===== config.mk =====
export PLATFORM = sky130hd
export DESIGN_NAME = tx_mbox_arbiter
export DESIGN_NICKNAME = d
export VERILOG_FILES = /design/src/rtl/tx_arb_pkg.sv /design/src/rtl/tx_arb_select.sv /design/src/rtl/tx_arb_flags.sv /design/src/rtl/tx_arb_ctrl.sv /design/src/rtl/tx_mbox_arbiter.sv
export SDC_FILE = /design/constraint.sdc
export NUM_CORES = 1
export LEC_CHECK = 0
export ABC_AREA = 1
export BUFFER_PORTS_ARGS = -buffer_cell sky130_fd_sc_hd__buf_2
export CORE_AREA = 2 2 326 328
export DETAILED_ROUTE_END_ITERATION = 6
export DIE_AREA = 0 0 328 330
export GPL_ROUTABILITY_DRIVEN = 0
export PLACE_DENSITY = 0.35
export SYNTH_ARGS = -nofsm -noshare
export SYNTH_HDL_FRONTEND = slang
export SYNTH_SLANG_ARGS = --single-unit

===== constraint.sdc =====
create_clock -name clk_i -period 15.74 [get_ports clk_i]
set_clock_uncertainty 0.1 [all_clocks]
set_input_delay 1.574 -clock clk_i [delete_from_list [all_inputs] [get_ports clk_i]]
set_output_delay 1.574 -clock clk_i [all_outputs]
set_load 0.01 [all_outputs]

===== src/rtl/tx_arb_pkg.sv =====
package tx_arb_pkg;
  typedef enum logic {
    ST_IDLE = 1'b0,
    ST_BUSY = 1'b1
  } arb_state_e;

  localparam int unsigned CTRL_W_DEF  = 16;
  localparam int unsigned PRIO_LSB    = 8;
  localparam int unsigned LEN_LSB     = 0;
endpackage


===== src/rtl/tx_arb_select.sv =====
module tx_arb_select #(
  parameter int unsigned NUM    = 32,
  parameter int unsigned PRIO_W = 6,
  localparam int unsigned IDX_W = $clog2(NUM)
) (
  input  logic [NUM-1:0]        elig_i,
  input  logic [NUM*PRIO_W-1:0] prio_i,
  output logic                  valid_o,
  output logic [IDX_W-1:0]      idx_o
);
  // heap-ordered comparison tree; key {prio, idx} breaks ties to the higher index
  localparam int unsigned NODES = 2*NUM - 1;

  logic [NODES-1:0] nv;
  logic [PRIO_W-1:0] np [NODES];
  logic [IDX_W-1:0]  ni [NODES];

  for (genvar k = 0; k < NUM; k++) begin : g_leaf
    assign nv[NUM-1+k] = elig_i[k];
    assign np[NUM-1+k] = prio_i[k*PRIO_W +: PRIO_W];
    assign ni[NUM-1+k] = IDX_W'(k);
  end

  for (genvar n = 0; n < NUM-1; n++) begin : g_node
    logic pick_r;
    assign pick_r = nv[2*n+2] &&
                    (!nv[2*n+1] || ({np[2*n+2], ni[2*n+2]} > {np[2*n+1], ni[2*n+1]}));
    assign nv[n] = nv[2*n+1] | nv[2*n+2];
    assign np[n] = pick_r ? np[2*n+2] : np[2*n+1];
    assign ni[n] = pick_r ? ni[2*n+2] : ni[2*n+1];
  end

  assign valid_o = nv[0];
  assign idx_o   = ni[0];
endmodule


===== src/rtl/tx_arb_flags.sv =====
module tx_arb_flags #(
  parameter int unsigned NUM = 32
) (
  input  logic           clk_i,
  input  logic           rst_ni,
  input  logic [NUM-1:0] set_i,
  input  logic [NUM-1:0] cancel_i,
  input  logic [NUM-1:0] ack_clr_i,
  input  logic [NUM-1:0] abort_clr_i,
  input  logic [NUM-1:0] lock_i,
  input  logic [NUM-1:0] done_ok_i,
  input  logic [NUM-1:0] mask_i,
  output logic [NUM-1:0] req_o,
  output logic [NUM-1:0] ack_o,
  output logic [NUM-1:0] abort_o,
  output logic           irq_o
);
  logic [NUM-1:0] req_q, ack_q, abort_q;
  logic [NUM-1:0] cancel_eff;

  // a mailbox already handed to the serializer cannot be cancelled
  assign cancel_eff = cancel_i & ~lock_i;

  always_ff @(posedge clk_i or negedge rst_ni) begin
    if (!rst_ni) begin
      req_q   <= '0;
      ack_q   <= '0;
      abort_q <= '0;
    end else begin
      req_q   <= (req_q & ~cancel_eff & ~done_ok_i) | set_i;
      ack_q   <= (ack_q & ~ack_clr_i) | done_ok_i;
      abort_q <= (abort_q & ~abort_clr_i) | (cancel_eff & req_q);
    end
  end

  assign req_o   = req_q;
  assign ack_o   = ack_q;
  assign abort_o = abort_q;
  assign irq_o   = |(ack_q & mask_i);

  for (genvar k = 0; k < NUM; k++) begin : g_chk
    p_set_raises_r7: assert property (@(posedge clk_i) disable iff (!rst_ni)
      set_i[k] |=> req_o[k]);
    p_zero_no_effect_r7: assert property (@(posedge clk_i) disable iff (!rst_ni)
      (!set_i[k] && !req_o[k]) |=> !req_o[k]);
    p_cancel_pending_r9: assert property (@(posedge clk_i) disable iff (!rst_ni)
      (cancel_i[k] && !lock_i[k] && req_o[k] && !set_i[k]) |=> (abort_o[k] && !req_o[k]));
    p_cancel_locked_r9: assert property (@(posedge clk_i) disable iff (!rst_ni)
      (lock_i[k] && req_o[k] && !done_ok_i[k]) |=> req_o[k]);
    p_ack_clear_r8: assert property (@(posedge clk_i) disable iff (!rst_ni)
      (ack_clr_i[k] && !done_ok_i[k]) |=> !ack_o[k]);
  end
endmodule


===== src/rtl/tx_arb_ctrl.sv =====
module tx_arb_ctrl
  import tx_arb_pkg::*;
#(
  parameter int unsigned NUM = 32,
  localparam int unsigned IDX_W = $clog2(NUM)
) (
  input  logic             clk_i,
  input  logic             rst_ni,
  input  logic             win_valid_i,
  input  logic [IDX_W-1:0] win_idx_i,
  input  logic             tx_ready_i,
  input  logic             tx_done_i,
  input  logic             tx_ok_i,
  output logic             tx_valid_o,
  output logic [IDX_W-1:0] tx_idx_o,
  output logic [NUM-1:0]   lock_o,
  output logic [NUM-1:0]   done_ok_o,
  output logic             busy_o,
  output logic [IDX_W-1:0] busy_idx_o
);
  arb_state_e       state_q;
  logic [IDX_W-1:0] busy_idx_q;
  logic             fire;

  assign tx_valid_o = (state_q == ST_IDLE) && win_valid_i;
  assign fire       = tx_valid_o && tx_ready_i;
  assign tx_idx_o   = (state_q == ST_BUSY) ? busy_idx_q : win_idx_i;

  always_ff @(posedge clk_i or negedge rst_ni) begin
    if (!rst_ni) begin
      state_q    <= ST_IDLE;
      busy_idx_q <= '0;
    end else begin
      unique case (state_q)
        ST_IDLE: if (fire) begin
          state_q    <= ST_BUSY;
          busy_idx_q <= win_idx_i;
        end
        ST_BUSY: if (tx_done_i) state_q <= ST_IDLE;
        default: state_q <= ST_IDLE;
      endcase
    end
  end

  always_comb begin
    lock_o    = '0;
    done_ok_o = '0;
    if (state_q == ST_BUSY) begin
      lock_o[busy_idx_q] = 1'b1;
      if (tx_done_i && tx_ok_i) done_ok_o[busy_idx_q] = 1'b1;
    end else if (fire) begin
      lock_o[win_idx_i] = 1'b1;
    end
  end

  assign busy_o     = (state_q == ST_BUSY);
  assign busy_idx_o = busy_idx_q;

  p_no_offer_busy_r5: assert property (@(posedge clk_i) disable iff (!rst_ni)
    fire |=> (!tx_valid_o && tx_idx_o == $past(win_idx_i)));
  p_hold_idx_r5: assert property (@(posedge clk_i) disable iff (!rst_ni)
    (busy_o && !tx_done_i) |=> (busy_o && $stable(tx_idx_o)));
  p_done_in_busy_r5: assert property (@(posedge clk_i) disable iff (!rst_ni)
    tx_done_i |-> busy_o);
endmodule


===== src/rtl/tx_mbox_arbiter.sv =====
module tx_mbox_arbiter
  import tx_arb_pkg::*;
#(
  parameter int unsigned NUM    = 32,
  parameter int unsigned CTRL_W = CTRL_W_DEF,
  parameter int unsigned PRIO_W = 6,
  parameter int unsigned LEN_W  = 4,
  localparam int unsigned IDX_W = $clog2(NUM)
) (
  input  logic                  clk_i,
  input  logic                  rst_ni,
  input  logic [NUM-1:0]        mbx_en_i,
  input  logic [NUM-1:0]        mbx_dir_i,
  input  logic [NUM*CTRL_W-1:0] mbx_ctrl_i,
  input  logic [NUM-1:0]        mbx_irq_mask_i,
  input  logic [NUM-1:0]        req_set_i,
  input  logic [NUM-1:0]        req_rst_i,
  input  logic [NUM-1:0]        ack_clr_i,
  input  logic [NUM-1:0]        abort_clr_i,
  output logic                  tx_valid_o,
  input  logic                  tx_ready_i,
  output logic [IDX_W-1:0]      tx_idx_o,
  output logic [LEN_W-1:0]      tx_len_o,
  input  logic                  tx_done_i,
  input  logic                  tx_ok_i,
  output logic [NUM-1:0]        req_o,
  output logic [NUM-1:0]        ack_o,
  output logic [NUM-1:0]        abort_o,
  output logic                  irq_o
);
  logic [NUM*PRIO_W-1:0] prio_flat;
  logic [LEN_W-1:0]      len_arr [NUM];
  logic [NUM-1:0]        elig, lock, done_ok;
  logic                  win_valid, busy;
  logic [IDX_W-1:0]      win_idx, busy_idx;

  for (genvar k = 0; k < NUM; k++) begin : g_fields
    assign prio_flat[k*PRIO_W +: PRIO_W] = mbx_ctrl_i[k*CTRL_W + PRIO_LSB +: PRIO_W];
    assign len_arr[k]                    = mbx_ctrl_i[k*CTRL_W + LEN_LSB +: LEN_W];
  end

  assign elig     = req_o & mbx_en_i & ~mbx_dir_i;
  assign tx_len_o = len_arr[tx_idx_o];

  tx_arb_select #(.NUM(NUM), .PRIO_W(PRIO_W)) u_select (
    .elig_i  (elig),
    .prio_i  (prio_flat),
    .valid_o (win_valid),
    .idx_o   (win_idx)
  );

  tx_arb_ctrl #(.NUM(NUM)) u_ctrl (
    .clk_i       (clk_i),
    .rst_ni      (rst_ni),
    .win_valid_i (win_valid),
    .win_idx_i   (win_idx),
    .tx_ready_i  (tx_ready_i),
    .tx_done_i   (tx_done_i),
    .tx_ok_i     (tx_ok_i),
    .tx_valid_o  (tx_valid_o),
    .tx_idx_o    (tx_idx_o),
    .lock_o      (lock),
    .done_ok_o   (done_ok),
    .busy_o      (busy),
    .busy_idx_o  (busy_idx)
  );

  tx_arb_flags #(.NUM(NUM)) u_flags (
    .clk_i       (clk_i),
    .rst_ni      (rst_ni),
    .set_i       (req_set_i),
    .cancel_i    (req_rst_i),
    .ack_clr_i   (ack_clr_i),
    .abort_clr_i (abort_clr_i),
    .lock_i      (lock),
    .done_ok_i   (done_ok),
    .mask_i      (mbx_irq_mask_i),
    .req_o       (req_o),
    .ack_o       (ack_o),
    .abort_o     (abort_o),
    .irq_o       (irq_o)
  );

  // independent linear scan used only by the checks below
  logic higher_exists, tie_above;
  always_comb begin
    higher_exists = 1'b0;
    tie_above     = 1'b0;
    for (int j = 0; j < NUM; j++) begin
      if (elig[j] && prio_flat[j*PRIO_W +: PRIO_W] > prio_flat[win_idx*PRIO_W +: PRIO_W])
        higher_exists = 1'b1;
      if (elig[j] && prio_flat[j*PRIO_W +: PRIO_W] == prio_flat[win_idx*PRIO_W +: PRIO_W]
          && j > int'(win_idx))
        tie_above = 1'b1;
    end
  end

  p_valid_elig_r2: assert property (@(posedge clk_i) disable iff (!rst_ni)
    tx_valid_o |-> (req_o[tx_idx_o] && mbx_en_i[tx_idx_o] && !mbx_dir_i[tx_idx_o]));
  p_winner_max_r3: assert property (@(posedge clk_i) disable iff (!rst_ni)
    tx_valid_o |-> !higher_exists);
  p_tie_high_r4: assert property (@(posedge clk_i) disable iff (!rst_ni)
    tx_valid_o |-> !tie_above);
  p_ack_after_ok_r6: assert property (@(posedge clk_i) disable iff (!rst_ni)
    (busy && tx_done_i && tx_ok_i) |=> ack_o[$past(busy_idx)]);
  p_retry_keeps_req_r6: assert property (@(posedge clk_i) disable iff (!rst_ni)
    (busy && tx_done_i && !tx_ok_i) |=> req_o[$past(busy_idx)]);
  p_irq_ack_r10: assert property (@(posedge clk_i) disable iff (!rst_ni)
    irq_o |-> (ack_o != '0));
endmodule


After elaboration in Yosys (flattened, before gate mapping) --
Cells that the tools add are included. Widths: inputs -> output; s select.
Operators by class: reductions and logical operators 100, order comparisons 36, multiplexer cells 76, bitwise operators 51
Operators by type and width (number):
- $gt 11x11->1 | 31
- $and 32x32->32 | 9
- $not 32->32 | 6
- $mux 6 | 30
- $mux 32 | 4
- $or 32x32->32 | 3
- $logic_and 1x1->1 | 36
- $reduce_or 32->1 | 1
- $logic_not 1->1 | 31
- $logic_or 1x1->1 | 31
- $or 1x1->1 | 31
- $bmux 4 s5 | 1
- $mux 1 | 20
- $mux 2 | 8
- $mux 4 | 4
- $lt 5x6->1 const B | 2
- $mux 3 | 4
- $demux 1 s5 | 2
- $ge 5x1->1 const B | 2
- $mux 5 | 2
- $ge 6x6->1 const B | 1
- $not 5->6 | 1
- $pmux 1 s2 | 1
- $reduce_and 2->1 | 1
- $not 1->1 | 1
Word-level totals: register bits 102, output and inout port bits 107, logic and storage cells 268

Longest topological paths before layout --
Gate-level depths: netlist of run 1.
word-level depth 34, mapped depth 59, gate-level depth less buffers 53

Cells and area by module --
From an unflattened synthesis of run 1, not the netlist that was laid out.
Unflattened totals: cell total of the unflattened synthesis 2353, area total of the unflattened synthesis 13610.6 sq um
Modules (own cells, without submodules):
- tx_arb_select | cells an instance 1324, area an instance 6942.9 sq um, times used 1, sequential area each 0.0 sq um
- tx_arb_flags | cells an instance 447, area an instance 4040.1 sq um, times used 1, sequential area each 2402.3 sq um
- tx_mbox_arbiter | cells an instance 369, area an instance 1611.5 sq um, times used 1, sequential area each 0.0 sq um
- tx_arb_ctrl | cells an instance 213, area an instance 1016.0 sq um, times used 1, sequential area each 150.1 sq um

Worst setup path after synthesis of run 1 --
Ideal clock, no wire load.
path type input to output, start input mbx_ctrl_i[493], end output tx_len_o[0], cell stages on the path 55, buffers on the path 5, slack 5.308 ns, data arrival time 8.758 ns, required time 14.066 ns, cell sequence inv_1 -> ha_1 -> nand2_1 -> inv_1 -> a21oi_1 -> nand3_1 -> nand2_1 -> inv_1 -> clkbuf_1 -> o21ai_0 -> ha_1 -> a21oi_1 -> nor2_1 -> a2111oi_0 -> nand2_1 -> nand2_1 -> inv_1 -> clkbuf_1 -> [... 19 more ...] -> o21ai_0 -> ha_1 -> a21oi_1 -> nor2_1 -> a2111oi_0 -> nand2_2 -> nand2_4 -> nand2_2 -> nand2_4 -> nand2_2 -> nand2_2 -> buf_4 -> nand3_1 -> nand3_1 -> nand3_1 -> nand2_1 -> nand2_1 -> nand2_1
On the way: longest elaborated chain between the ends 25, elaborated cells between the ends (all ways) 29
RTL lines:
- start, declared | RTL line tx_mbox_arbiter.sv:14 | input logic [NUM*CTRL_W-1:0] mbx_ctrl_i,
- $gt 11x11->1 | RTL line tx_arb_select.sv:27 | (!nv[2*n+1] || ({np[2*n+2], ni[2*n+2]} > {np[2*n+1], ni[2*n+1]}));
- $logic_or 1x1->1 | RTL line tx_arb_select.sv:27
- $logic_and 1x1->1 | RTL line tx_arb_select.sv:26 | assign pick_r = nv[2*n+2] &&
- $mux 1 / $mux 6 (equally long branches) | RTL line tx_arb_select.sv:30, tx_arb_select.sv:29
- $gt 11x11->1 | RTL line tx_arb_select.sv:27
- $logic_or 1x1->1 | RTL line tx_arb_select.sv:27
- $logic_and 1x1->1 | RTL line tx_arb_select.sv:26
- $mux 2 / $mux 6 (equally long branches) | RTL line tx_arb_select.sv:30, tx_arb_select.sv:29
- [... 9 more ...]
- $logic_or 1x1->1 | RTL line tx_arb_select.sv:27
- $logic_and 1x1->1 | RTL line tx_arb_select.sv:26
- $mux 5 * | RTL line tx_arb_select.sv:30 | assign ni[n] = pick_r ? ni[2*n+2] : ni[2*n+1];
- $mux 5 * | RTL line tx_arb_ctrl.sv:27 | assign tx_idx_o = (state_q == ST_BUSY) ? busy_idx_q : win_idx_i;
- net tx_idx_o[1] | RTL line tx_mbox_arbiter.sv:22 | output logic [IDX_W-1:0] tx_idx_o,
- $not 5->6 (implied by the code) * | RTL line tx_mbox_arbiter.sv:43 | assign tx_len_o = len_arr[tx_idx_o];
- $bmux 4 s5 * | RTL line tx_mbox_arbiter.sv:43
- $mux 4 (implied by the code) * (2 in series) | RTL line tx_mbox_arbiter.sv:43
- end, declared | RTL line tx_mbox_arbiter.sv:23 | output logic [LEN_W-1:0] tx_len_o,
The timed path passes the listed nets; every way through them passes the cells marked *. The select of a mux whose other input is x is not followed.

Worst setup path after layout of run 1 --
start input mbx_ctrl_i[461], end output tx_len_o[2]
On the way: longest elaborated chain between the ends 25, elaborated cells between the ends (all ways) 29
RTL lines (RTL line):
- $gt 11x11->1 | tx_arb_select.sv:27
- $logic_or 1x1->1 | tx_arb_select.sv:27
- $logic_and 1x1->1 | tx_arb_select.sv:26
- $mux 1 / $mux 6 (equally long branches) | tx_arb_select.sv:30, tx_arb_select.sv:29
- $gt 11x11->1 | tx_arb_select.sv:27
- $logic_or 1x1->1 | tx_arb_select.sv:27
- $logic_and 1x1->1 | tx_arb_select.sv:26
- $mux 2 / $mux 6 (equally long branches) | tx_arb_select.sv:30, tx_arb_select.sv:29
- [... 8 more ...]
- $gt 11x11->1 | tx_arb_select.sv:27
- $logic_or 1x1->1 | tx_arb_select.sv:27
- $logic_and 1x1->1 | tx_arb_select.sv:26
- $mux 5 * | tx_arb_select.sv:30
- $mux 5 * | tx_arb_ctrl.sv:27
- $not 5->6 (implied by the code) * | tx_mbox_arbiter.sv:43
- $bmux 4 s5 * | tx_mbox_arbiter.sv:43
- $mux 4 (implied by the code) * (2 in series) | tx_mbox_arbiter.sv:43
Mark *: on every way between the ends. The rest lies on a longest branch, timed or not. The select of a mux whose other input is x is not followed.

==> results.toml, run 1 <==
[status]
status = "completed"

[clock_tree]
cts_sinks = 102
htree_levels = 3
cts_setup_buffers = 0
post_cts_resized = 0
clkLatencyLatePin_ns = 0.43
cts_tree = "built"
clockBufferDepth = 2
cts_root_buffer = "clkbuf_16"
hold_buffers = 0
clkSlewWorstSetupHoldPaths_ns = 0.07
cts_buffers = 9

[cells_and_area]
final_cells = 4296
areaGrowthSynthToFinish_pct = 37.3
fillers = 12400
fin_nets = 3779
drive_above_1_share_pct = 26.0

[timing]
timing.fmax_mhz = 75.1
rsz0062_at_grt = "no"
fin_crit_ns = 13.32
setup_viol = 0
drv_slew = 0
slew_headroom_pct = 29.1
worst_slew_pin_slew_ns = 1.06
fin_crit_sh_pct = 84.6
hold_viol = 0
fin_setup_tns_ns = 0

[route]
wire_per_inst_um = 19.5
drt-total-wl_um = 83800
viasPerCell = 3.89
wl_met2_um = 38500
first_pass_iters = 5
dr_wl_met3_um = 6500
highest_layer = "met5"
drtIter0Drc = 748
wl_met1_um = 37400
final_antenna_net_count = 0
vias = 16700
drc = 0

[critical_path]
crit_type = "input pin to primary output"
cp_common_cell = "nand2_1"
worst_ep_required_time_ns = 14.07
cp-end-kind = "primary output"
path_max_fanout = 49
cp_slowest_cell = "o21ai_0"
startpoint_type = "input pin"
slowest_delay_ns = 0.61
cp.arrival_ns = 11.65

[pwr]
p_leak_uw = 0.0102
ir_worst_vdd_uv = 89.9
powerDensity_nw_per_um2 = 114

[global_route]
grt_overflow = 0
antenna_found_initial = 44
grt_max_degree = 66
grt_pass1_wl_um = 115000
track_usage_pct = 15.0
grt_pass1_vias = 16400

[die]
start_util_pct = 13.0
top_level_ports = 848
die_area_um2 = 108000
rows = 119
fp.coreArea_um2 = 105000
fp.dieW_um = 328
die_y_um = 330

[yosys]
synth_area_um2 = 13600
synthesis.nets = 3164
avgSynthCellArea_um2 = 5.98
ys_async_sr_fraction_pct = 100
syn_inst = 2272
synth_edf_count = 0
ys_seq_area_share_pct = 18.8
ys_seq_elements = 102
synth_cell_types = 40
yosys_warnings = 0
ys.flop_type = "dfrtp_1"

[place]
place_inst = 4267
dpl.hpwl_um = 73300
portBuffers = 655

[worst_hold_path]
hold_class = "register to register"

[flow_run]
max_cap_violations = 0
-- metrics by stage --
stage | power [uW] | setup WS (ns) | util (%) | instance area (um2) | hold slack [ns]
final | 2120 | 2.42 | 17.8 | 18700 | 0.429
after global routing | 2340 | 1.22 | 17.8 | 18600 | 0.459
after CTS | 2200 | 2.03 | 17.8 | 18600 | 0.427
after detailed placement | 1920 | 2.08 | 17.5 | 18300 | 0.415
after global placement | 1920 | 2.00 | 17.5 | 18300 | 0.408
after floorplan | 1260 | 5.31 | - | 13600 | 0.438
-- layout by cell type, fill, tap and decap left out, types with 4 or more instances in the layout --
cell type	n
nand2_4	6
nor3_1	11
a31o_2	19
dfrtp_1	102
nand2_2	27
a22o_1	8
inv_1	419
nand2_1	625
nor2_2	6
nand3b_1	52
nand3_1	220
o21ai_0	206
nand3_2	4
a31o_1	9
a2111oi_0	8
a221oi_1	5
buf_4	9
o211ai_1	10
clkbuf_16	9
a31oi_1	8
o21ai_1	6
a21boi_0	5
buf_2	654
o22ai_1	20
diode_2	13
a21oi_1	73
ha_1	151
nor2_1	194
-- report_power, final --
part / internal, uW / switching (uW) / leakage, uW
clock: 113 / 147 / 0.000140
sequential: 294 / 36.5 / 0.00124
combinational: 438 / 1090 / 0.00881
-- layer usage --
layer / vias to the layer above / track usage (%)
met5: - / 0
met4: 34 / 2.48
met3: 82 / 4.16
met2: 590 / 25.1
met1: 7449 / 19.4
li1: 8571 / -
-- registers in the layout, summed over array words and instances (netlist names) --
| signal | cells |
|---|---|
| u_flags.abort_o | 32 |
| u_flags.ack_o | 32 |
| u_flags.req_o | 32 |
| u_ctrl.busy_idx_o | 5 |
| u_ctrl.busy_o | 1 |
-- Yosys cell counts, drive strengths merged (10+ instances only) --
cell | n | area share [%]
a21oi | 73 | 2.7
a31o | 28 | 1.8
buf | 28 | 1.7
clkbuf | 32 | 0.88
dfrtp | 102 | 19
ha | 151 | 14
inv | 423 | 12
nand2 | 658 | 19
nand3 | 224 | 8.4
nand3b | 52 | 2.9
nor2 | 200 | 5.6
nor3 | 12 | 0.48
o211ai | 10 | 0.55
o21ai | 216 | 8.2
o22ai | 20 | 0.92
-- worst max-delay path, delay by kind of cell --
| family | cells | cell delay (ns) |
|---|---|---|
| and+or+nand+nor | 27 | 3.51 |
| buffers and inverters | 7 | 1.35 |
| adders and majority gates | 5 | 1.60 |
| AOI/OAI and AO/OA | 12 | 3.55 |
-- cell type report --
class | instances | area, um2 | share of cell area, %
multi-input cells | 1686 | 9100 | 48.8
repair buffers | 664 | 3350 | 18.0
flip-flops and latches | 102 | 2550 | 13.7
well taps | 1391 | 1740 | 9.33
inverters | 424 | 1590 | 8.54
clock buffers | 10 | 229 | 1.23
clock inverters | 6 | 58.8 | 0.315
diodes | 13 | 32.5 | 0.174
-- kinds of logic (layout without fill, tap and decap cells) --
family / count (synthesis) / count (layout) / share of synthesized area, %
buf+inv: 484 / 1104 / 14.3
other cells: 0 / 13 / 0
simple gates: 1148 / 1148 / 36.5
flops: 102 / 102 / 18.8
compound gates: 387 / 387 / 16.5
fa+ha+maj: 151 / 151 / 13.9
-- path summary, 6_finish.rpt --
| check | cells past startpoint | start | slack (ns) | to |
|---|---|---|---|---|
| worst max-delay path | 51 | mbx_ctrl_i[461] | 2.42 | tx_len_o[2] |
| worst min-delay path | 2 | u_flags.abort_o[16]$_DFF_PN0_ | 0.43 | u_flags.abort_o[16]$_DFF_PN0_ |
| worst max register to register | 44 | u_flags.req_o[20]$_DFF_PN0_ | 5.27 | u_flags.req_o[23]$_DFF_PN0_ |
| worst min register to register | 2 | u_flags.abort_o[16]$_DFF_PN0_ | 0.43 | u_flags.abort_o[16]$_DFF_PN0_ |
| max in group asynchronous | 2 | rst_ni | 13.25 | u_flags.abort_o[16]$_DFF_PN0_ |
| min in group asynchronous | 1 | rst_ni | 1.09 | u_flags.abort_o[29]$_DFF_PN0_ |
Power figures use the tool's default switching activity.
==> inputs of run 2 (changes only) <==
Settings changed: CORE_AREA 2 2 326 328 to 2 2 327 329, DIE_AREA 0 0 328 330 to 0 0 329 331.
Clock period 15.74 ns to 13.45 ns, I/O delays scaled along.
==> results.toml, run 2 (synthesized netlist as in run 1, its figures left out) <==
[route]
drc = 0
wire_per_inst_um = 19.5
drtIter0Drc = 755
viasPerCell = 3.88
vias = 16700
first_pass_iters = 5
drt-total-wl_um = 84100
final_antenna_net_count = 0

[pwr]
switching_share_pct = 59.6
p_leak_uw = 0.0103
power.switching_uw = 1540
ir_worst_vdd_uv = 153
seqPwrFrac_pct = 14.9
p_comb_share_pct = 72.3
powerDensity_nw_per_um2 = 138
power.total_uw = 2590
p_int_uw = 1050
clkPwrFrac_pct = 12.8

[clock_tree]
clkSlewWorstSetupHoldPaths_ns = 0.08
cts_tree = "built"
clkLatencyLatePin_ns = 0.44
hold_buffers = 0
cts_root_buffer = "clkbuf_16"
cts_setup_buffers = 0
cts_buffers = 9
clockBufferDepth = 2
htree_levels = 3
cts_sinks = 102

[worst_hold_path]
worstHoldStart = "u_flags.abort_o[16]$_DFF_PN0_"
hold_class = "register to register"
hold_depth = 2
whs_endpoint = "u_flags.abort_o[16]$_DFF_PN0_"

[critical_path]
crit_type = "input pin to primary output"
cp_common_cell = "nand2_1"
cp-end-kind = "primary output"
ff2ff_path_depth = 46
critPathBufInv = 10
cp.arrival_ns = 10.96
r2r_setup_slack_ns = 3.66
startpoint_type = "input pin"
path_max_fanout = 17
slowest_delay_ns = 0.48
worstReg2RegEnd = "u_flags.req_o[7]$_DFF_PN0_"
worst_ep_required_time_ns = 12.01
cp_slowest_cell = "o21ai_0"
crit_family = "compound AO/OA/AOI/OAI gates"
r2r-start = "u_flags.req_o[28]$_DFF_PN0_"

[timing]
drv_slew = 0
fin_crit_sh_pct = 92.2
fin_setup_tns_ns = 0
slew_headroom_pct = 30.4
rsz0062_at_grt = "no"
fin_crit_ns = 12.41
setup_viol = 0
timing.hold.ws_ns = 0.430
worst_slew_pin_slew_ns = 1.04
final.setup.worst_slack_ns = 1.04
hold_viol = 0
timing.fmax_mhz = 80.6

[global_route]
track_usage_pct = 15.0
grt_pass1_vias = 16400
antenna_found_initial = 29
grt_max_degree = 67
grt_overflow = 0
grt_pass1_wl_um = 115000

[flow_run]
max_cap_violations = 0

[place]
portBuffers = 655
dpl.hpwl_um = 73700
dp_slack_ns = 0.746

[die]
die_area_um2 = 109000
fp.coreArea_um2 = 105000
start_util_pct = 12.9
top_level_ports = 848
rows = 119
die_y_um = 331
fp.dieW_um = 329

[cells_and_area]
finalCoreUtilization_pct = 17.9
layout_commonest_cell = "buf_2"
final_cell_mix = "654 x buf_2, 625 x nand2_1, 419 x inv_1"
fin_nets = 3790
areaGrowthSynthToFinish_pct = 38.4
drive_above_1_share_pct = 26.4

[status]
status = "completed"
## run 2: cell types whose count changed in the layout (fill, tap and decap cells not counted), moves of 2 or more
cell      previous run  this run
inv_6                2         0
diode_2             13        10
clkinv_4             0         2
clkinv_8             0         2
buf_12               0         2
buf_4                9        18
## run 2: final cells by class
type	count	area, um2
antenna	10	25.0
clock buffer	9	225
clock inverter	7	103
fill	12500	86200
inverter	424	1590
multi-input combinational	1686	9100
sequential	102	2550
tap	1391	1740
timing repair buffer	675	3460
## run 2: tightest hold or removal path, delay by kind of cell, from the launching register on
kind,cells,cell delay [ns]
flip-flops,1,0.38
AO/OA/AOI/OAI,1,0.06
buffers and inverters,1,0.05
## run 2: power by group through the flow
| stage | Sequential, uW | Clock [uW] | Combinational, uW |
|---|---|---|---|
| global route | 392 | 362 | 2090 |
| floorplan | 390 | 0 | 1080 |
| detailed placement | 392 | 0 | 1930 |
| finish | 385 | 332 | 1870 |
| global placement | 392 | 0 | 1930 |
| CTS | 387 | 355 | 1940 |
## run 2: how the worst max path moves through the flow
| stage | start | endpoint | slack, ns | cells after the start |
|---|---|---|---|---|
| 2_1_floorplan | mbx_ctrl_i[493] | tx_len_o[0] | 3.48 | 55 |
| 3_3_place_gp | mbx_ctrl_i[493] | tx_len_o[2] | 0.81 | 51 |
| 3_5_place_dp | mbx_ctrl_i[493] | tx_len_o[2] | 0.75 | 51 |
| 4_1_cts | mbx_ctrl_i[493] | tx_len_o[2] | 0.71 | 51 |
| 5_1_grt | mbx_ctrl_i[493] | tx_len_o[1] | 0.09 | 51 |
| 6_report | mbx_ctrl_i[493] | tx_len_o[3] | 1.04 | 51 |
## run 2: metal layers
layer	GRT usage (%)	up-vias	wire [um]
li1	-	8581	-
met5	0	-	143
met3	3.46	48	5450
met1	19.6	7510	38500
met2	25.5	544	39300
met4	1.95	22	649
## run 2: what timing repair did
item	4_1_cts	5_1_grt
hold endpoints to repair	0	0
gates resized for setup	0	2
endpoints found under the setup margin	0	4
## run 2: per-stage QoR
stage          cells  cell area [um2]
6_report        4304            18800
5_1_grt         4296            18800
4_1_cts         4294            18800
3_5_place_dp    4278            18400
3_3_place_gp    4278            18400
2_1_floorplan   2272            13600
==> inputs of run 3 (changes only) <==
Settings changed: ABC_AREA 1 to not set, CORE_AREA 2 2 327 329 to 2 2 325 327, DIE_AREA 0 0 329 331 to 0 0 327 329.
Clock period 13.45 ns to 15.2 ns, I/O delays scaled along.
==> results.toml, run 3 <==
[critical_path]
r2r-start = "u_flags.req_o[10]$_DFF_PN0_"
crit_path_start = "mbx_ctrl_i[76]"
cp.arrival_ns = 12.67
worst_ep_required_time_ns = 13.58
cp_common_cell = "ha_1"
cp_slowest_cell = "nor4_2"
slowest_delay_ns = 0.55
crit_type = "input pin to primary output"
path_max_fanout = 12
startpoint_type = "input pin"
cp-end-kind = "primary output"

[clock_tree]
cts_root_buffer = "clkbuf_16"
post_cts_resized = 0
clkLatencyLatePin_ns = 0.41
clkSlewWorstSetupHoldPaths_ns = 0.08
htree_levels = 3
cts_tree = "built"
cts_setup_buffers = 0
hold_buffers = 0
cts_buffers = 9
clockBufferDepth = 2
cts_sinks = 102

[place]
dpl_cell_area_um2 = 18600
place_inst = 3712
portBuffers = 655
dpl.hpwl_um = 76100

[yosys]
yosys_warnings = 0
avgSynthCellArea_um2 = 8.05
synth_edf_count = 0
synth_most_common_cell = "inv_1"
ys_seq_area_share_pct = 18.8
synth_area_um2 = 13500
ys_async_sr_fraction_pct = 100
synth_cell_types = 94
syn_inst = 1682
synthesis.nets = 2574
synthTopCellsByArea = "dfrtp_1 19%, ha_1 14%, mux2i_1 9.4%"
post-synth-top-area-fraction_pct = 18.8
synth_common_cells = "220 x inv_1, 151 x ha_1, 138 x nand2_1"
yosysTopAreaCell = "dfrtp_1"
ys_seq_elements = 102
ys.flop_type = "dfrtp_1"

[pwr]
p_leak_uw = 0.00969
power.total_uw = 2610
ir_worst_vdd_uv = 88.9
powerDensity_nw_per_um2 = 138

[cells_and_area]
fin_area_um2 = 19000
final_cell_mix = "654 x buf_2, 220 x inv_1, 151 x ha_1"
drive_above_1_share_pct = 34.9
layout_commonest_cell = "buf_2"
fin_nets = 3224
areaGrowthSynthToFinish_pct = 39.9
final_cells = 3737

[route]
drt-total-wl_um = 88000
drtIter0Drc = 782
wire_per_inst_um = 23.5
first_pass_iters = 5
vias = 15400
drc = 0
final_antenna_net_count = 0
viasPerCell = 4.12

[die]
top_level_ports = 848
fp.dieW_um = 327
rows = 119
start_util_pct = 13.0
fp.coreArea_um2 = 104000
die_area_um2 = 108000
die_y_um = 329

[flow_run]
max_cap_violations = 0

[global_route]
grt_max_degree = 62
grt_pass1_vias = 15300
grt_pass1_wl_um = 119000
antenna_found_initial = 56
grt_overflow = 0
track_usage_pct = 15.7

[worst_hold_path]
worstHoldStart = "u_flags.abort_o[31]$_DFF_PN0_"
hold_class = "register to register"

[timing]
rsz0062_at_grt = "no"
fin_crit_sh_pct = 94.0
fin_crit_ns = 14.29
hold_viol = 0
worst_slew_pin_slew_ns = 1.22
slew_headroom_pct = 18.2
timing.hold.ws_ns = 0.424
fin_setup_tns_ns = 0
timing.fmax_mhz = 70.0
drv_slew = 0
setup_viol = 0

[status]
status = "completed"
[run 3: path summary, 6_finish.rpt]
path,slack [ns],cells past startpoint,to
max in group asynchronous,12.77,2,u_flags.ack_o[16]$_DFF_PN0_
max reg2reg,2.65,44,u_flags.abort_o[16]$_DFF_PN0_
min,0.42,2,u_flags.abort_o[31]$_DFF_PN0_
min reg2reg,0.42,2,u_flags.abort_o[31]$_DFF_PN0_
min in group asynchronous,1.02,1,u_flags.abort_o[19]$_DFF_PN0_
max,0.91,47,tx_len_o[2]
[run 3: where the power goes]
group          total (uW)  internal [uW]  switching (uW)  leakage [uW]
combinational        1970            741            1230       0.00830
sequential            356            306            49.6       0.00124
clock                 284            133             151      0.000155
total                2610           1180            1430       0.00969
[run 3: logic make-up (layout without fill, tap and decap cells)]
logic type               count (synthesis)  in the layout  share of synthesized area [%]
AND/OR/NAND/NOR                        438            438                           16.7
multiplexers                           174            174                           13.3
buffers and inverters                  269            924                           7.96
other                                    0              9                              0
adder cells (fa/ha/maj)                153            153                           14.1
XOR/XNOR                                 1              1                         0.0647
AO/OA/AOI/OAI                          545            545                           28.9
flip-flops                             102            102                           18.8
[run 3: layout make-up]
class                           instances  area [um2]
Timing Repair Buffer                  688        3560
Multi-Input combinational cell       1311        9940
Fill cell                           11900       85400
Antenna cell                            9        22.5
Clock inverter                          7        83.8
Clock buffer                            9         225
Sequential cell                       102        2550
Tap cell                             1391        1740
Inverter                              220         826
[run 3: worst max-delay path: cells and delay by family]
family | cells | cell delay [ns]
fa+ha+maj | 5 | 1.55
mux | 2 | 0.65
simple gates | 12 | 2.75
buf+inv | 7 | 1.02
compound gates | 21 | 5.14
[run 3: layer usage]
metal / GRT usage, % / part of all wire [%] / up-vias
met5: 0 / 0.31 / -
li1: - / - / 7578
met2: 25.7 / 46 / 482
met4: 1.68 / 0.68 / 46
met1: 21.5 / 47 / 7229
met3: 3.81 / 6.7 / 75
[run 3: stage by stage]
step / util (%) / setup WS [ns]
after floorplan: - / 2.25
after global placement: 17.8 / 0.498
after detailed placement: 17.8 / 0.584
after CTS: 18.1 / 0.547
after global routing: 18.1 / 0.0193
final: 18.2 / 0.912
